<file path="config.mk">
export PLATFORM = sky130hd
export DESIGN_NAME = opd_ea_gen
export DESIGN_NICKNAME = d
export VERILOG_FILES = /design/src/rtl/opd_pkg.sv /design/src/rtl/opd_arg_pack.sv /design/src/rtl/opd_imm_sel.sv /design/src/rtl/opd_ea_add.sv /design/src/rtl/opd_len_calc.sv /design/src/rtl/opd_ea_gen.sv
export SDC_FILE = /design/constraint.sdc
export NUM_CORES = 1
export LEC_CHECK = 0
export BUFFER_PORTS_ARGS = -buffer_cell sky130_fd_sc_hd__buf_2
export CAP_MARGIN = 20
export CORE_ASPECT_RATIO = 1.5
export CORE_MARGIN = 2
export CORE_UTILIZATION = 47
export DETAILED_ROUTE_END_ITERATION = 6
export MAX_ROUTING_LAYER = met4
export PLACE_DENSITY = 0.82
export SYNTH_ARGS = -nofsm -noshare
export SYNTH_HDL_FRONTEND = slang
export SYNTH_SLANG_ARGS = --single-unit
</file>
<file path="constraint.sdc">
create_clock -name clk -period 4.2 [get_ports clk]
set_input_delay 0.42 -clock clk [delete_from_list [all_inputs] [get_ports clk]]
set_output_delay 0.42 -clock clk [all_outputs]
set_load 0.01 [all_outputs]
</file>
<file path="src/rtl/opd_pkg.sv">
package opd_pkg;

  typedef enum logic [2:0] {
    MD_ZERO  = 3'd0,
    MD_ONE   = 3'd1,
    MD_IMM8  = 3'd2,
    MD_IMM16 = 3'd3,
    MD_DPREL = 3'd4,
    MD_BREL  = 3'd5,
    MD_SPREL = 3'd6,
    MD_RSVD  = 3'd7
  } opd_mode_e;

  // Argument bytes consumed by each mode
  function automatic logic [1:0] arg_count(input opd_mode_e m);
    case (m)
      MD_IMM8, MD_BREL, MD_SPREL: arg_count = 2'd1;
      MD_IMM16, MD_DPREL:         arg_count = 2'd2;
      default:                    arg_count = 2'd0;
    endcase
  endfunction

  function automatic logic mode_is_mem(input opd_mode_e m);
    mode_is_mem = (m == MD_DPREL) || (m == MD_BREL) || (m == MD_SPREL);
  endfunction

endpackage

</file>
<file path="src/rtl/opd_arg_pack.sv">
module opd_arg_pack #(
  parameter int BW   = 8,
  parameter int NARG = 3
) (
  input  logic [NARG*BW-1:0] args,
  output logic [BW-1:0]      off_short,
  output logic [2*BW-1:0]    off_long
);
  logic [BW-1:0] byte_at [NARG];

  for (genvar gi = 0; gi < NARG; gi++) begin : g_split
    assign byte_at[gi] = args[gi*BW +: BW];
  end

  // Low byte first
  assign off_short = byte_at[0];
  assign off_long  = {byte_at[1], byte_at[0]};
endmodule

</file>
<file path="src/rtl/opd_imm_sel.sv">
module opd_imm_sel
  import opd_pkg::*;
#(
  parameter int BW = 8,
  localparam int AW = 2 * BW
) (
  input  opd_mode_e       mode,
  input  logic            wide,
  input  logic [BW-1:0]   off_short,
  input  logic [AW-1:0]   off_long,
  output logic [AW-1:0]   imm
);
  localparam logic [AW-1:0] ONE = AW'(1);

  always_comb begin
    case (mode)
      MD_ONE:   imm = ONE;
      MD_IMM8:  imm = {{BW{1'b0}}, off_short};
      MD_IMM16: imm = wide ? off_long : {{BW{1'b0}}, off_long[BW-1:0]};
      default:  imm = '0;
    endcase
  end
endmodule

</file>
<file path="src/rtl/opd_ea_add.sv">
module opd_ea_add
  import opd_pkg::*;
#(
  parameter int BW = 8,
  localparam int AW = 2 * BW
) (
  input  opd_mode_e     mode,
  input  logic [AW-1:0] dp_val,
  input  logic [AW-1:0] b_val,
  input  logic [AW-1:0] sp_val,
  input  logic [BW-1:0] off_short,
  input  logic [AW-1:0] off_long,
  output logic [AW-1:0] ea
);
  logic [AW-1:0] base;
  logic [AW-1:0] offset;

  always_comb begin
    case (mode)
      MD_BREL:  begin base = b_val;  offset = {{BW{1'b0}}, off_short}; end
      MD_SPREL: begin base = sp_val; offset = {{BW{1'b0}}, off_short}; end
      default:  begin base = dp_val; offset = off_long;                end
    endcase
  end

  // Single shared adder; carry out is dropped so the sum wraps
  assign ea = base + offset;
endmodule

</file>
<file path="src/rtl/opd_len_calc.sv">
module opd_len_calc
  import opd_pkg::*;
#(
  parameter int NARG = 3,
  localparam int LW = $clog2(NARG + 2)
) (
  input  opd_mode_e      mode,
  input  logic           has_jump,
  output logic [LW-1:0]  len
);
  assign len = LW'(1) + LW'(arg_count(mode)) + LW'(has_jump);
endmodule

</file>
<file path="src/rtl/opd_ea_gen.sv">
module opd_ea_gen
  import opd_pkg::*;
#(
  parameter int BW   = 8,
  parameter int NARG = 3,
  localparam int AW  = 2 * BW,
  localparam int LW  = $clog2(NARG + 2)
) (
  input  logic              clk,
  input  logic              rst,
  input  logic              in_valid,
  input  logic [2:0]        mode,
  input  logic              wide,
  input  logic              has_jump,
  input  logic [NARG*BW-1:0] arg_bytes,
  input  logic [AW-1:0]     dp_val,
  input  logic [AW-1:0]     b_val,
  input  logic [AW-1:0]     sp_val,
  output logic              out_valid,
  output logic              out_is_mem,
  output logic              out_wide,
  output logic [AW-1:0]     out_value,
  output logic [LW-1:0]     out_len
);
  opd_mode_e     md;
  logic [BW-1:0] off_short;
  logic [AW-1:0] off_long;
  logic [AW-1:0] imm;
  logic [AW-1:0] ea;
  logic [LW-1:0] len;
  logic          is_mem;

  assign md     = opd_mode_e'(mode);
  assign is_mem = mode_is_mem(md);

  opd_arg_pack #(.BW(BW), .NARG(NARG)) u_pack (
    .args(arg_bytes), .off_short(off_short), .off_long(off_long)
  );

  opd_imm_sel #(.BW(BW)) u_imm (
    .mode(md), .wide(wide), .off_short(off_short), .off_long(off_long), .imm(imm)
  );

  opd_ea_add #(.BW(BW)) u_add (
    .mode(md), .dp_val(dp_val), .b_val(b_val), .sp_val(sp_val),
    .off_short(off_short), .off_long(off_long), .ea(ea)
  );

  opd_len_calc #(.NARG(NARG)) u_len (
    .mode(md), .has_jump(has_jump), .len(len)
  );

  always_ff @(posedge clk) begin
    if (rst) begin
      out_valid  <= 1'b0;
      out_is_mem <= 1'b0;
      out_wide   <= 1'b0;
      out_value  <= '0;
      out_len    <= '0;
    end else begin
      out_valid <= in_valid;
      if (in_valid) begin
        out_is_mem <= is_mem;
        out_wide   <= wide;
        out_value  <= is_mem ? ea : imm;
        out_len    <= len;
      end
    end
  end

  // Assertions next to the output register
  p_follow_r2: assert property (@(posedge clk) disable iff (rst)
    in_valid |=> out_valid);

  p_hold_r2: assert property (@(posedge clk) disable iff (rst)
    !in_valid |=> (!out_valid && $stable(out_value) && $stable(out_len)));

  p_implied_r3: assert property (@(posedge clk) disable iff (rst)
    (in_valid && (mode == 3'd0 || mode == 3'd7)) |=> (out_value == '0 && !out_is_mem));

  p_dp_wrap_r6: assert property (@(posedge clk) disable iff (rst)
    (in_valid && mode == 3'd4) |=>
      (out_is_mem && out_value == AW'($past(dp_val) + {$past(arg_bytes[2*BW-1:BW]), $past(arg_bytes[BW-1:0])})));

  p_sp_short_r8: assert property (@(posedge clk) disable iff (rst)
    (in_valid && mode == 3'd6) |=>
      (out_is_mem && out_value == AW'($past(sp_val) + AW'($past(arg_bytes[BW-1:0])))));

  p_width_r9: assert property (@(posedge clk) disable iff (rst)
    in_valid |=> (out_wide == $past(wide)));

  p_len_range_r10: assert property (@(posedge clk) disable iff (rst)
    out_valid |-> (out_len >= LW'(1) && out_len <= LW'(NARG + 1)));
endmodule

</file>
==> impl_metrics.tcl, run 1 <==
set metrics [dict create \
    max_slew.worst_pin.slew_ns 0.5379 \
    port_buffers 93 \
    cts_tree "yes" \
    critical_path_buf_inv_count 2 \
    run_status "finished clean" \
    hpwl_after_dpl_um 4453 \
    portion_of_the_post_synthesis_area_used_by_sequential_elements 0.2148 \
    detail_route.wirelength_um 5522 \
    initialDrtViolationCount 80 \
    max-cap-violations 0 \
    vias 2275 \
    leakagePower_nw 1.336 \
    timing.final.max_slew_violations 0 \
    design.final.nets 465 \
    critical_path.startpoint_type "primary input" \
    first_pass_iters 5 \
    layout-drive-gt1-share 0.2896 \
    report.final.hold_viol_count 0 \
    slew-limit-headroom 0.6401 \
    vias_per_cell 5.522 \
    regToRegEndpoint "out_value[11]$_SDFFE_PP0P_" \
    final.period_utilization 0.7267 \
    synth-edff-count 0 \
    cts_hold_buffers 0 \
    synth_flop_cell "sky130_fd_sc_hd__dfxtp_1" \
    end_point_of_the_most_critical_hold_path "out_wide$_SDFFE_PP0P_" \
    postCtsResizedCells 0 \
    skew_ns 0 \
    worst-path-max-fanout 23 \
    placeableCoreArea_um2 4209 \
    finalSetupViolCount 0 \
    grt_start_max_net_pins 28 \
    routed_wire_length_per_instance_um 13.40 \
    floorplan.rows 29 \
    mappedNetlistNets 379 \
    irDropWorstVdd_mv 0.2484 \
    cts-buffers-inserted 3 \
    io_pins 102 \
    yosysUniqueCellTypes 46 \
    critical-path-slowest-cell "sky130_fd_sc_hd__fa_1" \
    end_kind "flip-flop" \
    ctsHtreeMaxLevel 1 \
    timing.critical_path.cells "buf_2 -> nand2b_1 -> nor2_1 -> nor2_1 -> buf_4 -> nand2_1 -> nand2_1 -> ha_1 -> fa_1 -> a21o_2 -> a31oi_4 -> o32ai_4 -> o32ai_2 -> xor2_1 -> o41ai_2" \
    cts.path.max_buffers 2 \
    final_period_minus_worst_setup_slack_ns 3.052 \
    ys_async_sr_fraction 0 \
    place_congestion 0.8725 \
    ys_warn_count 0 \
    worst_hold_startpoint "wide" \
    timing.critical_path.arrival_ns 3.22 \
    cts.reportedPaths.clkPinSlew_ns 0.08 \
    hold-path-cell-count 3 \
    diodes 0 \
    synth.cell_area_um2 2051 \
    slowest_delay_ns 0.40 \
    die-width_um 57.94 \
    clock_insertion_delay_worst_skew_ns 0.26 \
    r2r-start "out_value[11]$_SDFFE_PP0P_" \
    timing.critical_path.required_ns 4.37 \
    finish.utilization 0.6177 \
    postSynthAreaPerCell_um2 7.298 \
    leading_cell_types_in_the_layout_fill_and_taps_excluded "sky130_fd_sc_hd__buf_2, sky130_fd_sc_hd__nand2_1, sky130_fd_sc_hd__a21oi_1" \
    critPathTopFamily "compound AO/OA/AOI/OAI gates" \
    die-area_um2 4919 \
    syn_inst 281 \
    reg2reg_slack_ns 2.92 \
    postCtsSetupBuffers 0 \
    root_buffer "sky130_fd_sc_hd__clkbuf_8" \
    timing_worst_setup_path_type "in -> reg" \
    grt_usage 0.2337 \
    antenna_violating_nets_post_route 0 \
    clkSinkCount 22 \
    grt_first_pass_wirelength_um 9121 \
    drc_errors 0 \
    report.power.total_mw 0.7397 \
    antenna_found_initial 0 \
    min_path_type "in -> reg" \
    layout.cells.most_common "sky130_fd_sc_hd__buf_2" \
    initial_core_util 0.4872 \
    area.growth.synth_to_final_pct 26.78 \
    clock.fmax_mhz 327.7 \
    first_global_vias 2161 \
    die_height_um 84.90 \
    rsz0062_at_grt "false" \
    r2r_cells 5 \
    grt-ovfl-total 0 \
    setup_tns_ns 0 \
    power_density_nw_per_um2 284.5 \
    yosys_register_bits 22 \
]
[state kept, by name, indices dropped and copies added (netlist names)]
signal and flops:
out_len 3, out_wide 1, out_is_mem 1, out_value 16, out_valid 1
[how the worst max path moves through the flow]
stage                                            end  depth (start not counted)    start
after floorplan           out_value[14]$_SDFFE_PP0P_                         14  mode[1]
after global placement    out_value[14]$_SDFFE_PP0P_                         15  mode[1]
after detailed placement  out_value[14]$_SDFFE_PP0P_                         15  mode[1]
after CTS                 out_value[14]$_SDFFE_PP0P_                         15  mode[1]
after global routing      out_value[12]$_SDFFE_PP0P_                         15  mode[1]
final                     out_value[12]$_SDFFE_PP0P_                         15  mode[1]
[worst reg2reg max path: stages, from the launching register on]
cell and delay (ns):
sky130_fd_sc_hd__dfxtp_1 0.32, sky130_fd_sc_hd__o21bai_1 0.26, sky130_fd_sc_hd__nor2_1 0.07, sky130_fd_sc_hd__nand4_1 0.09
sky130_fd_sc_hd__mux2i_1 0.07, sky130_fd_sc_hd__or3_1 0.36
[per-stage QoR]
step	instance area, µm²	hold WS (ns)	setup slack, ns	instances
after detailed placement	2529	0.4711	0.8819	408
after CTS	2600	0.4040	1.153	412
final	2600	0.4009	1.148	412
after global routing	2600	0.4381	0.9323	412
after floorplan	2051	0.4982	1.007	281
after global placement	2529	0.4654	0.9482	408
[per-layer routing]
layer  share of wire  global-route usage
met1            0.43              0.2909
met2            0.49              0.3926
met3           0.060             0.01524
met4           0.016             0.08245
met5               0                   -
[synth_stat cells, drive strengths merged, types with 2 or more instances]
| cell | number | share of area |
|---|---|---|
| o211ai | 2 | 0.0073 |
| a221oi | 4 | 0.017 |
| nor3 | 2 | 0.0049 |
| o21bai | 2 | 0.0073 |
| nand2 | 52 | 0.095 |
| xor2 | 6 | 0.026 |
| o21ai | 10 | 0.024 |
| o32ai | 4 | 0.030 |
| o22ai | 3 | 0.0092 |
| nor2 | 27 | 0.049 |
| inv | 6 | 0.011 |
| clkbuf | 11 | 0.020 |
| nand3 | 6 | 0.015 |
| mux2i | 5 | 0.024 |
| and3 | 12 | 0.037 |
| a21o | 3 | 0.012 |
| a31oi | 4 | 0.020 |
| a211oi | 2 | 0.0073 |
| a211o | 2 | 0.0085 |
| dfxtp | 22 | 0.21 |
| mux2 | 2 | 0.011 |
| xnor2 | 5 | 0.021 |
| or3 | 4 | 0.012 |
| a22oi | 15 | 0.055 |
| a21oi | 31 | 0.076 |
| and2 | 7 | 0.021 |
| ha | 17 | 0.10 |
| buf | 4 | 0.013 |
[power by group]
part	leakage, nW	total [mW]	internal, mW	switching [mW]
registers	0.181	0.233	0.225	0.00793
logic	1.12	0.308	0.136	0.172
clock network	0.0357	0.199	0.127	0.0713
[area by class of cell]
type	count	area [µm²]
Clock buffer	3	41.29
Fill cell	403	1609
Tap cell	46	57.56
Timing Repair Buffer	96	488.0
Clock inverter	1	30.03
Inverter	7	26.28
Sequential cell	22	440.4
Multi-Input combinational cell	237	1516
[cell families after synthesis]
| family | after synthesis | share of synthesized area |
|---|---|---|
| simple gates | 115 | 0.2502 |
| compound gates | 86 | 0.2935 |
| buf+inv | 22 | 0.04575 |
| flops | 22 | 0.2148 |
| fa+ha+maj | 18 | 0.1135 |
| xor+xnor | 11 | 0.04698 |
| mux | 7 | 0.03539 |
(Power assumes the default switching activity.)
==> run 2: changes to the inputs <==
==> constraint.sdc (replaced) <==
create_clock -name clk -period 3.1 [get_ports clk]
set_input_delay 0.31 -clock clk [delete_from_list [all_inputs] [get_ports clk]]
set_output_delay 0.31 -clock clk [all_outputs]
set_load 0.01 [all_outputs]
==> impl_metrics.tcl, run 2 (synthesis results as in run 1) <==
set metrics [dict create \
    run_status "finished clean" \
    critical_path.startpoint_type "primary input" \
    initialDrtViolationCount 83 \
    floorplan.rows 29 \
    die-width_um 57.94 \
    r2r-start "out_value[11]$_SDFFE_PP0P_" \
    cts.reportedPaths.clkPinSlew_ns 0.08 \
    grt-ovfl-total 0 \
    layout.cells.most_common "sky130_fd_sc_hd__buf_2" \
    leakagePower_nw 1.383 \
    internal_power_mw 0.6172 \
    design.final.nets 476 \
    timing_worst_setup_path_type "in -> reg" \
    timing.critical_path.arrival_ns 3.05 \
    final.period_utilization 0.9214 \
    slew-limit-headroom 0.6962 \
    critical_path_buf_inv_count 2 \
    clkSinkCount 22 \
    postCtsSetupBuffers 0 \
    r2r_cells 5 \
    final_period_minus_worst_setup_slack_ns 2.856 \
    layout-drive-gt1-share 0.3103 \
    timing.critical_path.required_ns 3.30 \
    startpoint "mode[1]" \
    layout.filler_cells 416 \
    hpwl_after_dpl_um 4660 \
    register_cell_area_after_layout_um2 440.4 \
    clock_insertion_delay_worst_skew_ns 0.26 \
    clock.fmax_mhz 350.1 \
    area.growth.synth_to_final_pct 30.02 \
    power_density_nw_per_um2 359.3 \
    cts-buffers-inserted 3 \
    irDropWorstVdd_mv 0.2919 \
    largest_register_ff_count 16 \
    critical-path-slowest-cell "sky130_fd_sc_hd__fa_1" \
    power.clock.fraction 0.215 \
    worst_hold_startpoint "wide" \
    cts_hold_buffers 0 \
    root_buffer "sky130_fd_sc_hd__clkbuf_8" \
    worst-path-max-fanout 7 \
    die_height_um 84.90 \
    report.final.hold_viol_count 0 \
    cts.path.max_buffers 2 \
    min_path_type "in -> reg" \
    end_point_of_the_most_critical_hold_path "out_wide$_SDFFE_PP0P_" \
    port_buffers 93 \
    cts_tree "yes" \
    initial_core_util 0.4872 \
    place_congestion 0.8472 \
    vias_per_cell 5.525 \
    antenna_violating_nets_post_route 0 \
    rsz0062_at_grt "false" \
    first_global_vias 2135 \
    regToRegEndpoint "out_value[11]$_SDFFE_PP0P_" \
    postCtsResizedCells 0 \
    grt_start_max_net_pins 27 \
    slowest_delay_ns 0.39 \
    timing.final.max_slew_violations 0 \
    skew_ns 0 \
    top_regs "out_value: 16 flops, out_len: 3 flops" \
    finalSetupViolCount 0 \
    detail_route.wirelength_um 5576 \
    end_kind "flip-flop" \
    antenna_found_initial 0 \
    die-area_um2 4919 \
    grt_usage 0.2386 \
    power.combinational.fraction 0.455 \
    timing.critical_path.cells "buf_2 -> nand2b_1 -> nor2_1 -> buf_4 -> a22oi_1 -> nand2_1 -> ha_1 -> fa_1 -> a21o_2 -> a31oi_4 -> o32ai_4 -> o21ai_1 -> mux2_1 -> a31oi_1" \
    critPathTopFamily "compound AO/OA/AOI/OAI gates" \
    seq_power_share 0.330 \
    fin_worst_hold_slack_ns 0.3074 \
    power_switching_mw 0.3410 \
    vias 2337 \
    max_slew.worst_pin.slew_ns 0.4509 \
    setup_tns_ns 0 \
    diodes 0 \
    placeableCoreArea_um2 4209 \
    ctsHtreeMaxLevel 1 \
    drc_errors 0 \
    leading_cell_types_in_the_layout_fill_and_taps_excluded "sky130_fd_sc_hd__buf_2, sky130_fd_sc_hd__nand2_1, sky130_fd_sc_hd__a21oi_1" \
    multi_input_comb_area_um2 1516 \
    reg2reg_slack_ns 1.79 \
    max_flop_register "out_value" \
    io_pins 102 \
    p_sw_frac 0.3559 \
    max-cap-violations 0 \
    hold-path-cell-count 3 \
    grt_first_pass_wirelength_um 9287 \
    routed_wire_length_per_instance_um 13.18 \
    first_pass_iters 4 \
]
[run 2: cell types whose count changed in the layout (fill, tap and decap cells not counted)]
| cell | before | now |
|---|---|---|
| sky130_fd_sc_hd__bufinv_16 | 1 | 0 |
| sky130_fd_sc_hd__clkbuf_8 | 3 | 4 |
| sky130_fd_sc_hd__buf_4 | 3 | 14 |
[run 2: worst max-delay path by stage]
stage	endpoint	cells past startpoint
after floorplan	out_value[14]$_SDFFE_PP0P_	14
after global placement	out_value[12]$_SDFFE_PP0P_	14
after detailed placement	out_value[14]$_SDFFE_PP0P_	14
after CTS	out_value[14]$_SDFFE_PP0P_	14
after global routing	out_value[14]$_SDFFE_PP0P_	14
final	out_value[14]$_SDFFE_PP0P_	14
[run 2: metrics by stage]
step / instance area (µm²) / cells / util / total power [mW] / worst slack, ns
floorplan: 2051 / 281 / - / 0.6147 / 0.01690
global placement: 2611 / 419 / 0.6204 / 0.7469 / 0.05451
detailed placement: 2611 / 419 / 0.6204 / 0.7563 / -0.007938
CTS: 2666 / 423 / 0.6335 / 0.9602 / 0.2613
global route: 2666 / 423 / 0.6335 / 1.023 / 0.09236
finish: 2666 / 423 / 0.6335 / 0.9581 / 0.2438
[run 2: tightest hold or removal path: cells and delay by family]
kind          cells  cell delay, ns
buf+inv           1            0.09
simple gates      1            0.07
mux               1            0.06
[run 2: power groups by stage]
stage / logic [mW] / registers, mW / clock network, mW
after global routing: 0.488 / 0.319 / 0.216
after global placement: 0.425 / 0.322 / 0
final: 0.436 / 0.316 / 0.206
after detailed placement: 0.433 / 0.323 / 0
after floorplan: 0.282 / 0.333 / 0
after CTS: 0.435 / 0.316 / 0.209
[run 2: final cells by class]
cell class / count / area share
clock buffer: 4 / 0.02065
inverter: 7 / 0.009855
multi-input combinational: 237 / 0.5687
sequential: 22 / 0.1652
tap: 46 / 0.02159
timing repair buffer: 107 / 0.2140
[run 2: routing by layer]
layer	global-route usage	wire [µm]	vias up
met1	0.2992	2389	1043
met2	0.4070	2815	74
met3	0.01372	291	7
met4	0.06977	80	0
met5	-	0	-
li1	-	-	1213
